`src/rtl/aud_serial_rx.sv`:
```
module aud_serial_rx #(
  parameter int SAMPLE_W = 24,
  parameter int SLOT_W   = 32,
  parameter int OUT_W    = 32
) (
  input  logic             clk,
  input  logic             rst_n,
  input  logic             sck_i,
  input  logic             ws_i,
  input  logic             sd_i,
  input  logic [1:0]       fmt_i,
  input  logic             clr_err_i,
  output logic [OUT_W-1:0] left_o,
  output logic [OUT_W-1:0] right_o,
  output logic             valid_o,
  output logic             sync_err_o
);

  localparam logic [1:0] FMT_STD = 2'd0;
  localparam logic [1:0] FMT_LJ  = 2'd1;
  localparam logic [1:0] FMT_RJ  = 2'd2;
  localparam logic [1:0] FMT_PCM = 2'd3;

  localparam int FRAME = 2 * SLOT_W;
  localparam int PW    = $clog2(FRAME);
  localparam int PX    = PW + 1;

  localparam logic [PW-1:0] LAST   = PW'(FRAME - 1);
  localparam logic [PX-1:0] L_SAMP = PX'(SAMPLE_W);
  localparam logic [PX-1:0] L_SLOT = PX'(SLOT_W);
  localparam logic [PX-1:0] L_OFS  = PX'(SLOT_W - SAMPLE_W);

  logic [2:0] sck_q;
  logic [1:0] ws_q, sd_q;
  logic       ws_p1, ws_p2;
  logic       bit_edge, ws_now, sd_now, start;

  always_ff @(posedge clk or negedge rst_n) begin
    if (!rst_n) begin
      sck_q <= '0;
      ws_q  <= '0;
      sd_q  <= '0;
    end else begin
      sck_q <= {sck_q[1:0], sck_i};
      ws_q  <= {ws_q[0], ws_i};
      sd_q  <= {sd_q[0], sd_i};
    end
  end

  assign bit_edge = sck_q[1] & ~sck_q[2];
  assign ws_now   = ws_q[1];
  assign sd_now   = sd_q[1];

  always_comb begin
    unique case (fmt_i)
      FMT_STD: start = ws_p2 & ~ws_p1;
      FMT_LJ,
      FMT_RJ:  start = ws_p1 & ~ws_now;
      FMT_PCM: start = ~ws_p2 & ws_p1;
      default: start = 1'b0;
    endcase
  end

  logic [PW-1:0] pos, cur;
  logic [PX-1:0] cur_x, lo;
  logic          seen, ovf, armed, err;
  logic          at_end, frame_ok, active, in_l, in_r, last_l, last_r, set_err;
  logic [SAMPLE_W-1:0] sh, sh_next, left_hold;
  logic [OUT_W-1:0]    l_ext, r_ext;

  assign at_end   = (pos == LAST);
  assign frame_ok = seen & ~ovf & at_end;
  assign cur      = start ? '0 : (at_end ? pos : pos + 1'b1);
  assign cur_x    = {1'b0, cur};
  assign lo       = (fmt_i == FMT_RJ) ? L_OFS : '0;
  assign active   = start | (seen & ~ovf & ~at_end);

  assign in_l   = (cur_x >= lo) && (cur_x < lo + L_SAMP);
  assign in_r   = (cur_x >= lo + L_SLOT) && (cur_x < lo + L_SLOT + L_SAMP);
  assign last_l = (cur_x == lo + L_SAMP - PX'(1));
  assign last_r = (cur_x == lo + L_SLOT + L_SAMP - PX'(1));

  assign sh_next = {sh[SAMPLE_W-2:0], sd_now};

  assign set_err = bit_edge & seen & (start ? ~frame_ok : at_end);

  generate
    if (OUT_W > SAMPLE_W) begin : g_ext
      assign l_ext = {{(OUT_W-SAMPLE_W){left_hold[SAMPLE_W-1]}}, left_hold};
      assign r_ext = {{(OUT_W-SAMPLE_W){sh_next[SAMPLE_W-1]}}, sh_next};
    end else begin : g_same
      assign l_ext = left_hold[OUT_W-1:0];
      assign r_ext = sh_next[OUT_W-1:0];
    end
  endgenerate

  always_ff @(posedge clk or negedge rst_n) begin
    if (!rst_n) begin
      ws_p1     <= 1'b0;
      ws_p2     <= 1'b0;
      pos       <= '0;
      seen      <= 1'b0;
      ovf       <= 1'b0;
      armed     <= 1'b0;
      sh        <= '0;
      left_hold <= '0;
    end else if (bit_edge) begin
      ws_p1 <= ws_now;
      ws_p2 <= ws_p1;
      if (start) begin
        pos   <= '0;
        ovf   <= 1'b0;
        seen  <= 1'b1;
        armed <= seen & frame_ok;
      end else if (seen) begin
        if (at_end) begin
          ovf   <= 1'b1;
          armed <= 1'b0;
        end else begin
          pos <= pos + 1'b1;
        end
      end
      if (active && (in_l || in_r)) sh <= sh_next;
      if (active && in_l && last_l) left_hold <= sh_next;
    end
  end

  always_ff @(posedge clk or negedge rst_n) begin
    if (!rst_n) begin
      left_o  <= '0;
      right_o <= '0;
      valid_o <= 1'b0;
    end else begin
      valid_o <= 1'b0;
      if (bit_edge && active && in_r && last_r && armed) begin
        left_o  <= l_ext;
        right_o <= r_ext;
        valid_o <= 1'b1;
      end
    end
  end

  always_ff @(posedge clk or negedge rst_n) begin
    if (!rst_n)         err <= 1'b0;
    else if (set_err)   err <= 1'b1;
    else if (clr_err_i) err <= 1'b0;
  end

  assign sync_err_o = err;

endmodule

```
`config.mk`:
```
export PLATFORM = sky130hd
export DESIGN_NAME = aud_serial_rx
export DESIGN_NICKNAME = d
export VERILOG_FILES = /design/src/rtl/aud_serial_rx.sv
export SDC_FILE = /design/constraint.sdc
export NUM_CORES = 1
export LEC_CHECK = 0
export BUFFER_PORTS_ARGS = -buffer_cell sky130_fd_sc_hd__buf_2
export CAP_MARGIN = 20
export CORE_MARGIN = 2
export CORE_UTILIZATION = 35
export DETAILED_ROUTE_END_ITERATION = 10
export PLACE_DENSITY = 0.61
export SYNTH_ARGS = -nofsm -noshare
export SYNTH_HDL_FRONTEND = slang
export SYNTH_SLANG_ARGS = --single-unit
export TNS_END_PERCENT = 20
```
`constraint.sdc`:
```
create_clock -name clk -period 6.7 [get_ports clk]
set_input_delay 1.005 -clock clk [delete_from_list [all_inputs] [get_ports clk]]
set_output_delay 1.005 -clock clk [all_outputs]
set_load 0.03 [all_outputs]
```
After elaboration in Yosys (flattened, before gate mapping)
Cells that the tools add are included.
{"block": "op_classes", "order_cmp": 4, "muxes": 16, "eq_ne": 6, "n_div": 0, "addsub": 6, "multipliers": 0, "bitwise_logic": 18, "shifts": 0, "n_reduce_logical": 20}
{"cell": "$mux 6", "count": 4}
{"cell": "$eq 6x7->1", "count": 2}
{"cell": "$lt 6x7->1", "count": 2}
{"cell": "$and 1x1->1", "count": 10}
{"cell": "$mux 1", "count": 10}
{"cell": "$logic_and 1x1->1", "count": 9}
{"cell": "$reduce_and 2->1", "count": 4}
{"cell": "$add 4x6->7 const B", "count": 1}
{"cell": "$add 7x5->7 const B", "count": 1}
{"cell": "$ge 6x7->1", "count": 1}
{"cell": "$not 1->1", "count": 7}
{"cell": "$sub 6x1->7 const B", "count": 1}
{"cell": "$sub 7x1->7 const B", "count": 1}
{"cell": "$add 4x5->6 const B", "count": 1}
{"cell": "$add 6x1->6 const B", "count": 1}
{"cell": "$eq 6x6->1 const B", "count": 1}
{"cell": "$ge 6x4->1", "count": 1}
{"cell": "$reduce_bool 2->1", "count": 3}
{"cell": "$eq 2x2->1 const B", "count": 2}
{"cell": "$mux 4", "count": 1}
{"cell": "$pmux 1 s3", "count": 1}
{"cell": "$reduce_and 3->1", "count": 1}
{"cell": "$eq 2x1->1 const B", "count": 1}
{"cell": "$logic_not 2->1", "count": 1}
{"cell": "3 further kinds", "count": 3}
{"block": "totals", "latch_bits": 0, "mem_count": 0, "mem_bits_ro": 0, "ff_bits": 115, "mem_bits_rw": 0}

Longest topological paths before layout
{"block": "logic_depth", "word_depth": 10, "depth_mapped": 13, "mapped_depth_nobuf": 10}

Worst setup path before layout
Ideal clock, no wire load.
{"block": "synth_path", "path_type": "input -> register", "startpoint": "input fmt_i[1]", "endpoint": "register left_o[10]", "path_buffers": 3, "cell_stages": 11, "slack_ns": 2.969, "arrival_ns": 3.603, "required_ns": 6.573, "path_cell_list": "or4b_4 o211ai_4 clkbuf_1 o21bai_1 ha_1 nor3_1 and4_1 and4_1 buf_4 buf_6 mux2_1"}
{"block": "synth_between", "elab_chain_len": 9, "elab_cells_between_ends": 20}
{"item": "from (decl)", "line": "11", "rtl": "input logic [1:0] fmt_i,"}
{"item": "parallel branches: the longest is 7 deep, another holds $add 4x6->7"}
{"item": "$logic_and 1x1->1 (*) (2 in a row)", "line": "135", "rtl": "if (bit_edge && active && in_r && last_r && armed) begin"}
{"item": "to (signal assigned)", "line": "136", "rtl": "left_o <= l_ext;"}
{"item": "to (decl)", "line": "13", "rtl": "output logic [OUT_W-1:0] left_o,"}
Every way passes the cells marked *.
A chain may end at the register's enable or synchronous reset.

Worst setup path after layout
{"block": "layout_path", "startpoint": "input fmt_i[0]", "endpoint": "register left_hold[15]"}
{"block": "layout_between", "elab_chain_len": 9, "elab_cells_between_ends": 18}
{"item": "$eq 2x2->1 or $eq 2x1->1 (tied branches)", "line": "55", "rtl": "unique case (fmt_i)"}
{"item": "$reduce_or 2->1", "line": "55"}
{"item": "$pmux 1 s3 (*)", "line": "55"}
{"item": "$mux 6 (*)", "line": "73", "rtl": "assign cur = start ? '0 : (at_end ? pos : pos + 1'b1);"}
{"item": "named net cur[5]", "line": "64", "rtl": "logic [PW-1:0] pos, cur;"}
{"item": "$lt 6x7->1 or $ge 6x4->1 (tied branches)", "line": "78", "rtl": "assign in_l = (cur_x >= lo) && (cur_x < lo + L_SAMP);"}
{"item": "$logic_and 1x1->1", "line": "78"}
{"item": "$logic_and 1x1->1", "line": "124", "rtl": "if (active && in_l && last_l) left_hold <= sh_next;"}
{"item": "$logic_and 1x1->1 (*)", "line": "124"}
{"item": "$reduce_and 2->1 (no line) (*)"}
{"item": "to (signal assigned)", "line": "124"}
{"item": "to (decl)", "line": "68", "rtl": "logic [SAMPLE_W-1:0] sh, sh_next, left_hold;"}
Mark *: on every way through the listed nets, which the timed path passes. The rest lies on a longest branch.

==> flow_metrics.py <==
metrics = {
    "status": {
        "outcome": "completed",
    },
    "routing": {
        "ant_nets": 0,
        "wl_um": 8700,
        "drc": 0,
        "firstDrtPassIters": 4,
        "vias_per_cell": 4.70,
        "wl_per_cell_um": 14.6,
        "vias": 2804,
        "drtIter0Drc": 68,
    },
    "logic_synthesis": {
        "async_flop_share_pct": 100,
        "synth_cell_types": 46,
        "synth_edf_count": 0,
        "netlist_area_sq_mm": 0.00492,
        "avgSynthCellArea_sq_um": 14.5,
        "ys.flop_type": "dfrtp_1",
        "ys_seq_area_share_pct": 58.5,
        "netlist_instances": 338,
        "ys_warn_count": 0,
        "synth_nets": 352,
        "synth-seq-cells": 115,
    },
    "clocking": {
        "cts_resized": 0,
        "clk-insertion-delay-late_ns": 0.41,
        "postCtsSetupRepairBufs": 0,
        "numCtsBuffers": 17,
        "ctsRootBufferMaster": "clkbuf_16",
        "cts.sinks": 115,
        "ctsHoldBuffers": 0,
        "htreeDepth": 4,
        "cts.path.max_buffers": 2,
        "cts_tree": "yes",
        "path_clk_slew_ns": 0.05,
    },
    "finish": {
        "final_util_pct": 42.8,
        "drive_gt1_share_pct": 33.2,
        "final_cell_mix": "115 x dfrtp_1, 75 x mux2_1, 72 x buf_2",
        "mostFrequentLayoutCell": "dfrtp_1",
        "fin_cells": 596,
        "syn2layout_area_growth_pct": 20.3,
        "nNetsFinal": 417,
        "antenna_cells": 0,
    },
    "critical_path": {
        "critical_path.top_delay_family": "simple AND/OR/NAND/NOR gates",
        "critical_path.startpoint": "fmt_i[0]",
        "reg2reg_from": "pos[0]$_DFFE_PN0P_",
        "worstPathCellList": "buf_2, mux2_2, o211ai_4, nor3b_1, ha_1, nor4b_1, a311o_1, and3b_1, buf_8, mux2_1",
        "cpPeakStageDelay_ns": 0.73,
        "endpoint_kind": "flop",
        "path_max_fanout": 19,
        "cpMaxStageDelayCell": "and3b_1",
        "crit_path_start_kind": "primary input",
        "crit_arrival_ns": 4.47,
        "crit_type": "in2reg",
        "crit_required_ns": 6.98,
        "worst-path-buf-inv": 2,
    },
    "min_path": {
        "hp-class": "reg2reg",
        "worstHoldStart": "sck_q[0]$_DFF_PN0_",
    },
    "die": {
        "start_util_pct": 35.6,
        "coreArea_sq_mm": 0.0138,
        "io_pins": 74,
        "rows": 43,
        "fp.dieW_um": 123,
        "chipHeight_um": 123,
        "die_area_sq_mm": 0.0150,
    },
    "power": {
        "clkPwrFrac_pct": 49.9,
        "internal_power_mw": 1.38,
        "switching_power_mw": 0.425,
        "swShare_pct": 23.6,
        "p_comb_share_pct": 7.4,
        "p_per_area_mw_per_mm2": 305,
        "peakVddDrop_uv": 138,
        "cellLeakagePower_nw": 3.20,
        "p_seq_share_pct": 42.7,
    },
    "placed_design": {
        "place_inst": 564,
        "globalplace.congestion": 0.795,
        "post-place-ws_ns": 2.06,
        "hpwl_um": 5820,
        "io_buffers": 73,
    },
    "sta": {
        "clock-skew-final_ns": 0.00636,
        "worst_slack_ns": 2.52,
        "holdWs_ns": 0.346,
        "relSlewSlack_pct": 44.0,
        "setup_violations": 0,
        "slew_violations": 0,
        "final.setup.tns_ns": 0,
        "hold_viol": 0,
        "period_share_pct": 62.4,
        "rsz0062_at_grt": "no",
        "period_minus_slack_ns": 4.18,
        "max_freq_mhz": 239,
        "tightestPinTransition_ns": 0.840,
    },
    "flow_run": {
        "drv.max_cap_violation_count": 0,
    },
    "global_routing": {
        "grt_use_total_pct": 12.8,
        "antenna_found_initial": 0,
        "grt_max_degree": 68,
        "grt_pass1_wl_um": 14700,
        "gr-total-overflow": 0,
        "grt_pass1_vias": 2914,
    },
}
[synth_stat cells (2+ instances only)]
cell / instances / area share [%]
a21oi_1: 4 / 0.41
a22o_1: 2 / 0.36
and2_1: 3 / 0.38
and4_1: 2 / 0.36
buf_2: 3 / 0.31
buf_4: 18 / 2.7
buf_6: 6 / 1.4
clkbuf_1: 4 / 0.31
dfrtp_1: 115 / 59
ha_1: 6 / 1.5
inv_1: 5 / 0.38
mux2_1: 75 / 17
mux2_2: 2 / 0.46
mux2_4: 20 / 6.1
nand2_1: 14 / 1.1
nand2b_1: 4 / 0.51
nand3_1: 3 / 0.31
nand3b_1: 2 / 0.31
nor2_1: 7 / 0.53
nor2b_1: 3 / 0.38
nor3_2: 2 / 0.41
nor3b_1: 2 / 0.31
nor4b_1: 2 / 0.36
o21ai_0: 6 / 0.61
o21ai_1: 3 / 0.31
o21bai_1: 3 / 0.46
o22ai_1: 2 / 0.25
xnor2_1: 2 / 0.36
[through the flow]
step                instance area [sq um]  total power [mW]
floorplan                            4920             0.872
global placement                     5310             0.913
detailed placement                   5320             0.917
finish                               5910              1.80
global route                         5910              1.88
CTS                                  5910              1.83
[flip-flops by register name (all words and copies together), names as in the netlist, 2 cells and up]
name	flops
sh	23
pos	6
right_o	24
left_o	24
left_hold	24
sck_q	3
ws_q	2
sd_q	2
[cells by family (layout without fill, tap and decap cells)]
logic type	after synthesis	in the layout	synth area share (%)
adder cells (fa/ha/maj)	6	6	1.53
multiplexers	98	98	23.9
AND/OR/NAND/NOR	52	52	6.34
XOR/XNOR	2	2	0.356
flip-flops	115	115	58.5
AO/OA/AOI/OAI	29	29	4.20
buffers and inverters	36	114	5.11
[metal layers]
metal	share of wire [%]	routed length [um]	global-route usage, %
met1	47	4110	16.6
met2	46	4010	19.2
met3	5.0	436	4.97
met4	1.6	141	5.39
met5	0	0	0
[final timing paths]
kind                       slack, ns  depth (start not counted)                         to
setup / recovery                2.52                         10  left_hold[15]$_DFFE_PN0P_
hold / removal                  0.35                          0         sck_q[1]$_DFF_PN0_
setup reg to reg                2.78                         10    right_o[17]$_DFFE_PN0P_
hold reg to reg                 0.35                          0         sck_q[1]$_DFF_PN0_
max in group asynchronous       4.80                          2         sh[17]$_DFFE_PN0P_
min in group asynchronous       0.62                          1  left_hold[20]$_DFFE_PN0P_
[power by group through the flow]
stage	Clock (mW)	Combinational (mW)	Sequential (mW)
floorplan	0	0.106	0.766
global placement	0	0.133	0.780
detailed placement	0	0.135	0.781
CTS	0.921	0.136	0.769
global route	0.957	0.150	0.775
finish	0.898	0.134	0.769
[worst register-to-register path, cell delays in order (launching register included)]
cell and delay (ns):
dfrtp_1 0.43, ha_1 0.27, nand2_1 0.08, nor2_1 0.56
o21bai_1 0.26, ha_1 0.36, nor3_1 0.15, and4_1 0.27
and4_2 0.53, buf_4 0.47, mux2_1 0.40
[final cells by class]
class                           instances  area (sq um)
Inverter                                5          18.8
Fill cell                            1266          7910
Clock buffer                           18           429
Clock inverter                         14           163
Sequential cell                       115          2880
Tap cell                              180           225
Multi-Input combinational cell        187          1800
Timing Repair Buffer                   77           405
No activity file was read; power rests on OpenSTA's default activity.
